===== src/rtl/rxf_pkg.sv =====
package rxf_pkg;

  localparam int unsigned DATA_W   = 32;
  localparam int unsigned HDR_BITS = 4;
  localparam int unsigned CRC_BITS = 4;
  localparam int unsigned CNT_W    = $clog2(DATA_W + 1);

  typedef enum logic [1:0] {
    TAG_ACK  = 2'd0,
    TAG_BUSY = 2'd1,
    TAG_ERRA = 2'd2,
    TAG_ERRC = 2'd3
  } rsp_tag_e;

  typedef enum logic [2:0] {
    ST_IDLE,
    ST_HUNT,
    ST_HDR,
    ST_DATA,
    ST_CRC
  } rx_state_e;

  function automatic logic [CNT_W-1:0] payload_bits(input logic [1:0] sel);
    case (sel)
      2'd1:    payload_bits = CNT_W'(8);
      2'd2:    payload_bits = CNT_W'(16);
      2'd3:    payload_bits = CNT_W'(32);
      default: payload_bits = '0;
    endcase
  endfunction

  // x^4 + x + 1, MSB-first, input folded into the feedback
  function automatic logic [3:0] crc4_step(input logic [3:0] c, input logic b);
    logic fb;
    fb = c[3] ^ b;
    crc4_step = {c[2:0], 1'b0} ^ {2'b00, fb, fb};
  endfunction

endpackage


===== src/rtl/rxf_bitclk.sv =====
module rxf_bitclk #(
  parameter int unsigned HALF_PERIOD = 2
) (
  input  logic clk,
  input  logic rst_n,
  input  logic run_i,
  output logic sclk_o,
  output logic tick_o
);
  localparam int unsigned PER = 2 * HALF_PERIOD;
  localparam int unsigned CW  = (PER > 1) ? $clog2(PER) : 1;

  logic [CW-1:0] phase_q;

  always_ff @(posedge clk or negedge rst_n) begin
    if (!rst_n) begin
      phase_q <= '0;
    end else if (!run_i) begin
      phase_q <= '0;
    end else if (phase_q == CW'(PER - 1)) begin
      phase_q <= '0;
    end else begin
      phase_q <= phase_q + 1'b1;
    end
  end

  assign tick_o = run_i && (phase_q == CW'(PER - 1));
  assign sclk_o = !run_i || (phase_q >= CW'(HALF_PERIOD));

endmodule


===== src/rtl/rxf_crc4.sv =====
module rxf_crc4 (
  input  logic       clk,
  input  logic       rst_n,
  input  logic       clear_i,
  input  logic       step_i,
  input  logic       bit_i,
  output logic [3:0] rem_nx_o
);
  import rxf_pkg::*;

  logic [3:0] rem_q;

  assign rem_nx_o = crc4_step(rem_q, bit_i);

  always_ff @(posedge clk or negedge rst_n) begin
    if (!rst_n) begin
      rem_q <= '0;
    end else if (clear_i) begin
      rem_q <= '0;
    end else if (step_i) begin
      rem_q <= rem_nx_o;
    end
  end

endmodule


===== src/rtl/rxf_hunt_timer.sv =====
module rxf_hunt_timer #(
  parameter int unsigned LIMIT = 1000
) (
  input  logic clk,
  input  logic rst_n,
  input  logic clear_i,
  input  logic step_i,
  output logic last_o
);
  localparam int unsigned HW = (LIMIT > 1) ? $clog2(LIMIT) : 1;

  logic [HW-1:0] zeros_q;

  always_ff @(posedge clk or negedge rst_n) begin
    if (!rst_n) begin
      zeros_q <= '0;
    end else if (clear_i) begin
      zeros_q <= '0;
    end else if (step_i && !last_o) begin
      zeros_q <= zeros_q + 1'b1;
    end
  end

  // the sample in hand is the LIMIT-th empty one
  assign last_o = (zeros_q == HW'(LIMIT - 1));

endmodule


===== src/rtl/rxf_receiver.sv =====
module rxf_receiver #(
  parameter int unsigned HALF_PERIOD   = 2,
  parameter int unsigned START_TIMEOUT = 1000
) (
  input  logic        clk,
  input  logic        rst_n,
  input  logic        start_i,
  input  logic [1:0]  size_sel_i,
  input  logic        line_in_i,
  output logic        sclk_o,
  output logic        line_out_o,
  output logic        line_oe_o,
  output logic        xlat_dir_o,
  output logic        busy_o,
  output logic        done_o,
  output logic [1:0]  id_o,
  output logic [1:0]  tag_o,
  output logic [31:0] data_o,
  output logic        err_timeout_o,
  output logic        err_crc_o
);
  import rxf_pkg::*;

  rx_state_e        st_q;
  logic [CNT_W-1:0] nbits_q;
  logic [CNT_W-1:0] bcnt_q;
  logic [2:0]       hdr_q;
  logic             tick;
  logic             bit_val;
  logic             accept;
  logic             hunt_last;
  logic [3:0]       rem_nx;
  logic             crc_step;
  logic [3:0]       hdr_full;

  assign busy_o     = (st_q != ST_IDLE);
  assign accept     = (st_q == ST_IDLE) && start_i;
  assign bit_val    = ~line_in_i;
  assign line_oe_o  = !busy_o;
  assign xlat_dir_o = !busy_o;
  assign line_out_o = 1'b1;
  assign hdr_full   = {hdr_q, bit_val};

  assign crc_step = tick && ((st_q == ST_HUNT) ? bit_val : busy_o);

  rxf_bitclk #(.HALF_PERIOD(HALF_PERIOD)) u_bitclk (
    .clk    (clk),
    .rst_n  (rst_n),
    .run_i  (busy_o),
    .sclk_o (sclk_o),
    .tick_o (tick)
  );

  rxf_crc4 u_crc (
    .clk      (clk),
    .rst_n    (rst_n),
    .clear_i  (accept),
    .step_i   (crc_step),
    .bit_i    (bit_val),
    .rem_nx_o (rem_nx)
  );

  rxf_hunt_timer #(.LIMIT(START_TIMEOUT)) u_hunt (
    .clk     (clk),
    .rst_n   (rst_n),
    .clear_i (accept),
    .step_i  (tick && (st_q == ST_HUNT) && !bit_val),
    .last_o  (hunt_last)
  );

  always_ff @(posedge clk or negedge rst_n) begin
    if (!rst_n) begin
      st_q          <= ST_IDLE;
      nbits_q       <= '0;
      bcnt_q        <= '0;
      hdr_q         <= '0;
      done_o        <= 1'b0;
      id_o          <= '0;
      tag_o         <= '0;
      data_o        <= '0;
      err_timeout_o <= 1'b0;
      err_crc_o     <= 1'b0;
    end else begin
      done_o <= 1'b0;
      case (st_q)
        ST_IDLE: begin
          if (start_i) begin
            nbits_q       <= payload_bits(size_sel_i);
            bcnt_q        <= '0;
            hdr_q         <= '0;
            id_o          <= '0;
            tag_o         <= '0;
            data_o        <= '0;
            err_timeout_o <= 1'b0;
            err_crc_o     <= 1'b0;
            st_q          <= ST_HUNT;
          end
        end
        ST_HUNT: begin
          if (tick) begin
            if (bit_val) begin
              bcnt_q <= '0;
              st_q   <= ST_HDR;
            end else if (hunt_last) begin
              err_timeout_o <= 1'b1;
              done_o        <= 1'b1;
              st_q          <= ST_IDLE;
            end
          end
        end
        ST_HDR: begin
          if (tick) begin
            hdr_q <= hdr_full[2:0];
            if (bcnt_q == CNT_W'(HDR_BITS - 1)) begin
              id_o   <= hdr_full[3:2];
              tag_o  <= hdr_full[1:0];
              bcnt_q <= '0;
              if ((hdr_full[1:0] == TAG_ACK) && (nbits_q != '0)) begin
                st_q <= ST_DATA;
              end else begin
                st_q <= ST_CRC;
              end
            end else begin
              bcnt_q <= bcnt_q + 1'b1;
            end
          end
        end
        ST_DATA: begin
          if (tick) begin
            data_o <= {data_o[DATA_W-2:0], bit_val};
            if (bcnt_q == nbits_q - 1'b1) begin
              bcnt_q <= '0;
              st_q   <= ST_CRC;
            end else begin
              bcnt_q <= bcnt_q + 1'b1;
            end
          end
        end
        ST_CRC: begin
          if (tick) begin
            if (bcnt_q == CNT_W'(CRC_BITS - 1)) begin
              err_crc_o <= (rem_nx != 4'd0);
              done_o    <= 1'b1;
              st_q      <= ST_IDLE;
            end else begin
              bcnt_q <= bcnt_q + 1'b1;
            end
          end
        end
        default: st_q <= ST_IDLE;
      endcase
    end
  end

endmodule


===== config.mk =====
export PLATFORM = sky130hd
export DESIGN_NAME = rxf_receiver
export DESIGN_NICKNAME = d
export VERILOG_FILES = /design/src/rtl/rxf_pkg.sv /design/src/rtl/rxf_bitclk.sv /design/src/rtl/rxf_crc4.sv /design/src/rtl/rxf_hunt_timer.sv /design/src/rtl/rxf_receiver.sv
export SDC_FILE = /design/constraint.sdc
export NUM_CORES = 1
export LEC_CHECK = 0
export ABC_AREA = 1
export BUFFER_PORTS_ARGS = -buffer_cell sky130_fd_sc_hd__buf_2
export CAP_MARGIN = 0
export CORE_ASPECT_RATIO = 0.5
export CORE_UTILIZATION = 52
export CTS_CLUSTER_DIAMETER = 100
export CTS_CLUSTER_SIZE = 20
export DETAILED_ROUTE_END_ITERATION = 10
export MAX_ROUTING_LAYER = met4
export PLACE_DENSITY = 0.73
export SYNTH_ARGS = -nofsm -noshare
export SYNTH_HDL_FRONTEND = slang
export SYNTH_SLANG_ARGS = --single-unit
export TNS_END_PERCENT = 30

===== constraint.sdc =====
create_clock -name clk -period 1.92 [get_ports clk]
set_clock_uncertainty 0.2 [all_clocks]
set_input_delay 0.096 -clock clk [delete_from_list [all_inputs] [get_ports clk]]
set_output_delay 0.096 -clock clk [all_outputs]
set_load 0.05 [all_outputs]

==> results of run 1 <==
## cell usage in the layout, fill, tap and decap left out, drive strengths merged, types with 5 or more instances in the layout
| cell | instances |
|---|---|
| nand4 | 12 |
| nand3 | 61 |
| buf | 69 |
| dlygate4sd3 | 5 |
| inv | 78 |
| nor2 | 40 |
| nand2 | 89 |
| ha | 7 |
| clkbuf | 14 |
| o21ai | 58 |
| dfrtp | 70 |
## through the flow
stage | cell area, µm² | utilization (%) | setup WS [ps]
6_report | 4524 | 71.46 | 57.90
5_1_grt | 4524 | 71.46 | -61.46
4_1_cts | 4362 | 68.89 | -1.559
3_5_place_dp | 3996 | 63.12 | 25.86
3_3_place_gp | 3996 | 63.12 | 83.67
2_1_floorplan | 3558 | - | -218.7
## worst register-to-register path, delay by kind of cell, from the launching register on
kind / cells / cell delay (ps)
buffers and inverters: 3 / 380
and+or+nand+nor: 4 / 540
AOI/OAI and AO/OA: 2 / 190
DFF: 1 / 460
## final timing paths
path                       startpoint    endpoint  slack [ps]
hold reg to reg            nbits_q[4]  nbits_q[4]         300
setup reg to reg              st_q[1]   data_o[0]          60
hold / removal                  rst_n   bcnt_q[2]         100
min in group clk           nbits_q[4]  nbits_q[4]         300
setup / recovery              st_q[1]   data_o[0]          60
max in group asynchronous       rst_n    hdr_q[0]        1100
## layer usage
metal,wire [µm],global-route usage (%),vias up,part of all wire [%]
met2,3704,36.38,76,44
met3,371,6.485,13,4.4
met4,93,6.872,0,1.1
li1,-,-,1607,-
met1,4239,32.91,1499,50
met5,0,-,-,0
## logic make-up (layout without fill, tap and decap cells)
| kind of cell | Yosys count | in the layout | synth area share (%) |
|---|---|---|---|
| other | 1 | 1 | 0.1054 |
| AO/OA/AOI/OAI | 67 | 67 | 9.986 |
| adder cells (fa/ha/maj) | 7 | 7 | 2.461 |
| flip-flops | 70 | 70 | 49.23 |
| XOR/XNOR | 5 | 5 | 1.231 |
| AND/OR/NAND/NOR | 209 | 209 | 26.16 |
| buffers and inverters | 91 | 170 | 10.83 |
## registers in the layout, summed over array words and instances, names as in the netlist, 3 cells and up
signal and flops:
u_hunt.zeros_q 10, u_crc.rem_q 4, st_q 3, data_o 32
nbits_q 3, hdr_q 3, bcnt_q 6
## repair_timing
action                                 4_1_cts  5_1_grt
setup buffers                                0        1
hold buffers                                 4        1
resized for setup                            1       17
setup endpoints to repair                    2       59
endpoints found under the hold margin       75        1
gates cloned                                 0        4
pin swaps                                    0        2
## power by group through the flow
stage               combinational (mW)  sequential, mW  clock (mW)
floorplan                        0.172            1.58           0
global placement                 0.278            1.56           0
detailed placement               0.283            1.56           0
CTS                              0.292            1.53        1.82
global route                     0.367            1.54        1.89
finish                           0.329            1.53        1.81
## final cells by class
cell class / instances / area, µm² / share of cell area (%)
inverters: 78 / 295.3 / 6.527
well taps: 88 / 110.1 / 2.434
flip-flops and latches: 70 / 1754 / 38.77
multi-input cells: 289 / 1463 / 32.33
repair buffers: 77 / 579.3 / 12.80
clock buffers: 11 / 252.7 / 5.586
clock inverters: 4 / 70.07 / 1.549
==> results.toml, run 1 <==
[outcome]
outcome = "finished clean"

[critical_path]
critPathMaxFanout = 16
cp_slowest_cell = "dfrtp_2"
crit_top_cell = "nor2_4"
crit_buf_inv = 3
max_stage_delay_ps = 460
cp-start-kind = "flip-flop"
worstPathArrival_ps = 1920
cp_top_family = "simple AND/OR/NAND/NOR gates"
cp-end-kind = "flip-flop"
path_class = "flip-flop to flip-flop"
worst-path-stages = 9
crit_chain = "nor2_4, inv_2, nor2_4, nand2_4, o21ai_4, buf_12, clkbuf_16, nand3_1, o21ai_1"
reg2reg_depth = 9
critical_path_required_ps = 1970

[timing]
whs_ps = 99.14
rsz0062_at_grt = "yes"
setup_viol = 0
fin_crit_sh_pct = 96.98
fmax_mhz = 537.0
drv_slew = 0
hold_viol = 0
final.setup.tns_ps = 0
fin_crit_ps = 1862

[routing]
dr_total_vias = 3195
via_per_inst = 5.178
wl_mm = 8.408
drt_iter0_markers = 208
ant_nets = 0
drc_errors = 0
wire_per_inst_um = 13.63
dr.pass1.iters = 5

[power]
powerDensity_nw_per_um2 = 811.4
switching_share_pct = 23.10
comb_power_share_pct = 9.0
finalPower_mw = 3.671
p_int_mw = 2.823
ir_drop_mv = 0.4752
p_switching_uw = 848.0
p_leak_nw = 2.285
seqPwrFrac_pct = 41.8
clkPwrFrac_pct = 49.3

[yosys]
synthCells = 450
ys_ff_latch = 70
synth_area_um2 = 3558
synthTopCellsByCount = "88 x nand2_1, 71 x inv_1, 70 x dfrtp_1"
synth_flop_cell = "dfrtp_1"
async_reset_ff_share_pct = 100.0
avgSynthCellArea_um2 = 7.908
yosysTopAreaCell = "dfrtp_1"
synth_area_leaders = "dfrtp_1 49%, nand2_1 9.3%, nand3_1 8.4%, inv_1 7.5%, o21ai_1 5.3%"
synth.top_cell.area_share_pct = 49.23
yosysWarnings = 0
yosysSeqAreaShare_pct = 49.23
synth-edff-count = 0
synth.most_common_cell = "nand2_1"
yosys.cell_types.count = 30
syn-num-nets = 463

[grt]
grt_pass1_vias = 2752
grt_pass1_wl_mm = 12.98
grtUsageTotal_pct = 24.34
antenna_found_initial = 0
overflow = 0
grt_max_degree = 71

[cts]
clkSlewWorstSetupHoldPaths_ps = 50
h-tree-depth = 3
cts_tree = "built"
clockBufferDepth = 2
cts_root_buf = "clkbuf_16"
insertion_delay_ps = 330
clkSinkCount = 70
numCtsBuffers = 9

[cells_and_area]
syn2layout_area_growth_pct = 27.14
layout.cells.non_filler = 617
fin_nets = 538
num_antenna_cells = 0
drive_gt1_share_pct = 21.74
n_fill_cell = 486

[place]
place_congestion = 0.9035
io_buffers = 48
place.detailed.hpwl_mm = 5.269
dp.cells = 592

[die]
placement_rows = 20
die_h_um = 60.50
die_area_um2 = 7198
core_region_area_um2 = 6331
die_width_um = 119.0
io_pins = 50
start_util_pct = 56.21

[run]
max_cap_viol_count = 0

[min_path]
hold_path_class = "input pin to async pin"
(Power assumes the default switching activity.)
==> inputs of run 2 (changes only) <==
- REMOVE_ABC_BUFFERS: unset -> 1
==> results.toml, run 2 (synthesis gave the netlist of run 1 again) <==
[grt]
grt_pass1_vias = 2811
grtUsageTotal_pct = 23.79
overflow = 0
antenna_found_initial = 0
grt_pass1_wl_mm = 12.72
grt_max_degree = 71

[routing]
route.met3.wl_um = 292
wl_mm = 7.845
via_per_inst = 5.060
wire_per_inst_um = 12.78
drt_iter0_markers = 247
ant_nets = 0
m1WireLength_mm = 3.873
dr.pass1.iters = 4
dr_total_vias = 3107
top_layer_used = "met4"
drc_errors = 0
dr_wl_met2_mm = 3.590

[cells_and_area]
fin_nets = 534
num_antenna_cells = 0
syn2layout_area_growth_pct = 25.56
regMostFlops = "data_o"
utilization_pct = 70.57
drive_gt1_share_pct = 22.24
final_area_um2 = 4468
largest_registers = "data_o x32, u_hunt.zeros_q x10, bcnt_q x6"
n_fill_cell = 498
layout.cells.non_filler = 614
layout_commonest_cell = "nand2_1"
largest_reg_flops = 32
most-common-layout-cells = "84 x nand2_1, 69 x dfrtp_1, 68 x inv_1"

[power]
powerDensity_nw_per_um2 = 821.4
ir_drop_mv = 0.5238
p_leak_nw = 2.241

[timing]
whs_ps = 51.00
setup_viol = 0
fmax_mhz = 543.8
rsz0062_at_grt = "yes"
fin_crit_ps = 1839
fin_crit_sh_pct = 95.78
drv_slew = 0
hold_viol = 0

[critical_path]
crit_buf_inv = 4
path_class = "flip-flop to primary output"
cp-start-kind = "flip-flop"
critical_path_required_ps = 1620
crit_chain = "nor2_4, inv_2, nor2_4, buf_6, inv_1, nand2_1, buf_6"
worstPathArrival_ps = 1540
cp_top_family = "flip-flops"
critPathMaxFanout = 5
max_stage_delay_ps = 460
cp-end-kind = "primary output"
cp_slowest_cell = "dfrtp_2"

[die]
io_pins = 50
core_region_area_um2 = 6331
die_area_um2 = 7198
placement_rows = 20
die_h_um = 60.50
start_util_pct = 56.21
die_width_um = 119.0

[place]
io_buffers = 48
place.detailed.hpwl_mm = 5.088
place_congestion = 0.9062
placed_area_um2 = 3969
dp.cells = 590

[cts]
cts_tree = "built"
h-tree-depth = 3
insertion_delay_ps = 330
cts_root_buf = "clkbuf_16"
clockBufferDepth = 2
clkSlewWorstSetupHoldPaths_ps = 60
clkSinkCount = 70
numCtsBuffers = 9

[outcome]
outcome = "finished clean"

[min_path]
hold_path_class = "input pin to flip-flop"

[run]
max_cap_viol_count = 0
-- run 2: cell types whose count changed in the layout (fill, tap and decap cells not counted), sizes merged --
cell / change
clkbuf: -3
buf: -2
clkinvlp: +2
dlygate4sd3: -1
inv: +1
-- run 2: path summary, 6_finish.rpt --
path                       slack [ps]  depth (start not counted)                 from                  end
max in group asynchronous        1100                          3                rst_n              st_q[1]
min                                50                          3              start_i           nbits_q[4]
min reg2reg                       270                          1  u_bitclk.phase_q[0]  u_bitclk.phase_q[0]
max reg2reg                       110                          8              st_q[1]           data_o[18]
max                                80                          7              st_q[1]               sclk_o
min in group asynchronous         120                          3                rst_n            bcnt_q[4]
-- run 2: area by class of cell --
class / count / area (µm²) / area share, %
sequential: 70 / 1753 / 39.23
multi-input combinational: 289 / 1486 / 33.27
timing repair buffer: 72 / 483.0 / 10.81
inverter: 78 / 295.3 / 6.609
clock buffer: 10 / 239.0 / 5.349
tap: 88 / 110.1 / 2.464
clock inverter: 6 / 93.84 / 2.100
timing repair inverter: 1 / 7.507 / 0.1680
-- run 2: timing repair --
item / CTS / global route
hold buffers: 4 / 0
buffers inserted: 0 / 2
setup endpoints to repair: 1 / 52
endpoints found under the hold margin: 76 / 0
gates resized for setup: 1 / 24
gates cloned: 0 / 2
pin swaps: 0 / 2
-- run 2: metrics by stage --
step | setup slack [ps] | setup TNS, ps | total power [mW]
global placement | 26.52 | 0 | 1.836
CTS | 10.60 | 0 | 3.668
global route | 6.334 | 0 | 3.795
floorplan | -833.1 | -36510 | 1.731
finish | 81.09 | 0 | 3.670
detailed placement | 52.49 | 0 | 1.838
-- run 2: worst min-delay path, delay by kind of cell --
kind | cells | cell delay (ps)
buf+inv | 1 | 110
simple gates | 1 | 220
compound gates | 1 | 110
-- run 2: routing by layer --
metal | track usage, % | up-vias
li1 | - | 1595
met1 | 29.54 | 1434
met2 | 38.29 | 69
met3 | 6.579 | 9
met4 | 8.137 | 0
met5 | - | -
-- run 2: where the power goes --
group | switching (mW) | internal, mW
Sequential | 0.0204 | 1.52
Clock | 0.650 | 1.18
Combinational | 0.207 | 0.0960
Total | 0.878 | 2.79
==> inputs of run 3 (changes only) <==
- CORE_UTILIZATION: 52 -> 50
- PLACE_DENSITY: 0.73 -> 0.71
==> results.toml, run 3 (synthesis gave the netlist of run 1 again) <==
[critical_path]
critical_path_required_ps = 1620
max_stage_delay_ps = 450
crit_top_cell = "nor2_4"
cp-start-kind = "flip-flop"
cp-end-kind = "primary output"
crit_chain = "nor2_4, inv_2, nor2_4, buf_4, buf_2"
ff2ff_setup_slack_ps = 140
crit_buf_inv = 3
cp_top_family = "buffers and inverters"
regToRegStartpoint = "u_bitclk.phase_q[1]"
r2r_end = "bcnt_q[3]"
cp_slowest_cell = "dfrtp_2"
critPathMaxFanout = 6
path_class = "flip-flop to primary output"
reg2reg_depth = 10
worstPathArrival_ps = 1530

[run]
max_cap_viol_count = 0

[die]
start_util_pct = 52.49
die_area_um2 = 7478
io_pins = 50
die_width_um = 121.3
placement_rows = 21
core_region_area_um2 = 6779
die_h_um = 61.65

[grt]
grt_util_met1_pct = 29.56
grt_pass1_wl_mm = 12.21
use_met2_pct = 33.28
grt_pass1_vias = 2570
grt_max_degree = 44
grtUsageTotal_pct = 22.64
overflow = 0
grt_util_met3_pct = 7.870
antenna_found_initial = 0
top_usage_layer = "met2"

[cells_and_area]
num_antenna_cells = 0
largest_registers = "data_o x32, u_hunt.zeros_q x10, bcnt_q x6"
utilization_pct = 64.54
most-common-layout-cells = "85 x nand2_1, 70 x inv_1, 69 x dfrtp_1"
largest_reg_flops = 32
syn2layout_area_growth_pct = 22.96
layout.cells.non_filler = 619
final_area_um2 = 4375
fin_nets = 535
drive_gt1_share_pct = 21.06
regMostFlops = "data_o"
n_fill_cell = 603
layout_commonest_cell = "nand2_1"

[power]
switching_share_pct = 25.64
powerDensity_nw_per_um2 = 775.9
seqPwrFrac_pct = 45.2
p_leak_nw = 2.219
ir_drop_mv = 0.5009
p_int_mw = 2.524
comb_power_share_pct = 8.7
clkPwrFrac_pct = 46.0
p_switching_uw = 870.6
finalPower_mw = 3.395

[cts]
cts_tree = "built"
insertion_delay_ps = 340
clkSinkCount = 70
clockBufferDepth = 2
clkSlewWorstSetupHoldPaths_ps = 60
cts_root_buf = "clkbuf_16"
numCtsBuffers = 9
h-tree-depth = 3
cts_setup_buffers = 0

[timing]
hold_viol = 0
fmax_mhz = 548.7
drv_slew = 0
setup_viol = 0
fin_ws_ps = 97.50
final.setup.tns_ps = 0
fin_crit_ps = 1823
whs_ps = 58.53
fin_crit_sh_pct = 94.92

[routing]
dr.pass1.iters = 4
via_per_inst = 4.926
drt_iter0_markers = 135
wl_mm = 7.500
dr_total_vias = 3049
drc_errors = 0
ant_nets = 0
wire_per_inst_um = 12.12

[outcome]
outcome = "finished clean"

[place]
placed_area_um2 = 4011
place.detailed.hpwl_mm = 5.400
place_ws_ps = 8.517
io_buffers = 48
dp.cells = 599
place_congestion = 0.8237

[min_path]
hold_path_class = "input pin to async pin"
[run 3: changes by cell type in the layout (fill, tap and decap cells not counted), sizes merged]
cell / change
buf: +2
clkinv: +1
bufinv: -2
[run 3: per-layer routing]
metal / part of all wire [%] / vias to the layer above
met1: 49 / 1393
met2: 45 / 62
li1: - / 1588
met3: 5.3 / 6
met4: 0.68 / 0
met5: 0 / -
[run 3: power by group through the flow]
stage,clock [mW],combinational [mW],sequential [mW]
after floorplan,0,0.155,1.58
after global placement,0,0.284,1.56
after detailed placement,0,0.287,1.56
after CTS,1.60,0.295,1.53
after global routing,1.66,0.336,1.54
final,1.56,0.297,1.54
[run 3: area by class of cell]
class / count / area, µm² / area share [%]
Sequential cell: 70 / 1753 / 40.06
Multi-Input combinational cell: 289 / 1456 / 33.29
Timing Repair Buffer: 74 / 473.0 / 10.81
Clock inverter: 6 / 46.29 / 1.058
Inverter: 78 / 292.8 / 6.691
Tap cell: 92 / 115.1 / 2.631
Clock buffer: 10 / 239.0 / 5.462
[run 3: timing repair]
item | CTS | global route
hold endpoints to repair | 76 | 0
resized for setup | 1 | 12
endpoints found under the setup margin | 4 | 38
hold buffers | 4 | 0
[run 3: worst register-to-register path, stage by stage (launching register included)]
cell	delay, ps
dfrtp_1	370
ha_1	230
inv_2	110
nand3_2	120
nand2_1	70
nor2_2	160
buf_4	170
nand3_1	70
nand2_1	70
nand2_1	50
nor2_1	90
[run 3: worst max-delay path by stage]
| stage | to | from | cells past startpoint | slack (ps) |
|---|---|---|---|---|
| 2_1_floorplan | data_o[0] | st_q[2] | 7 | -830 |
| 3_5_place_dp | bcnt_q[1] | u_bitclk.phase_q[0] | 9 | 9 |
| 3_3_place_gp | bcnt_q[5] | u_bitclk.phase_q[0] | 10 | 40 |
| 6_report | xlat_dir_o | st_q[1] | 5 | 100 |
| 4_1_cts | bcnt_q[3] | bcnt_q[0] | 7 | 30 |
| 5_1_grt | data_o[31] | st_q[1] | 8 | -1 |
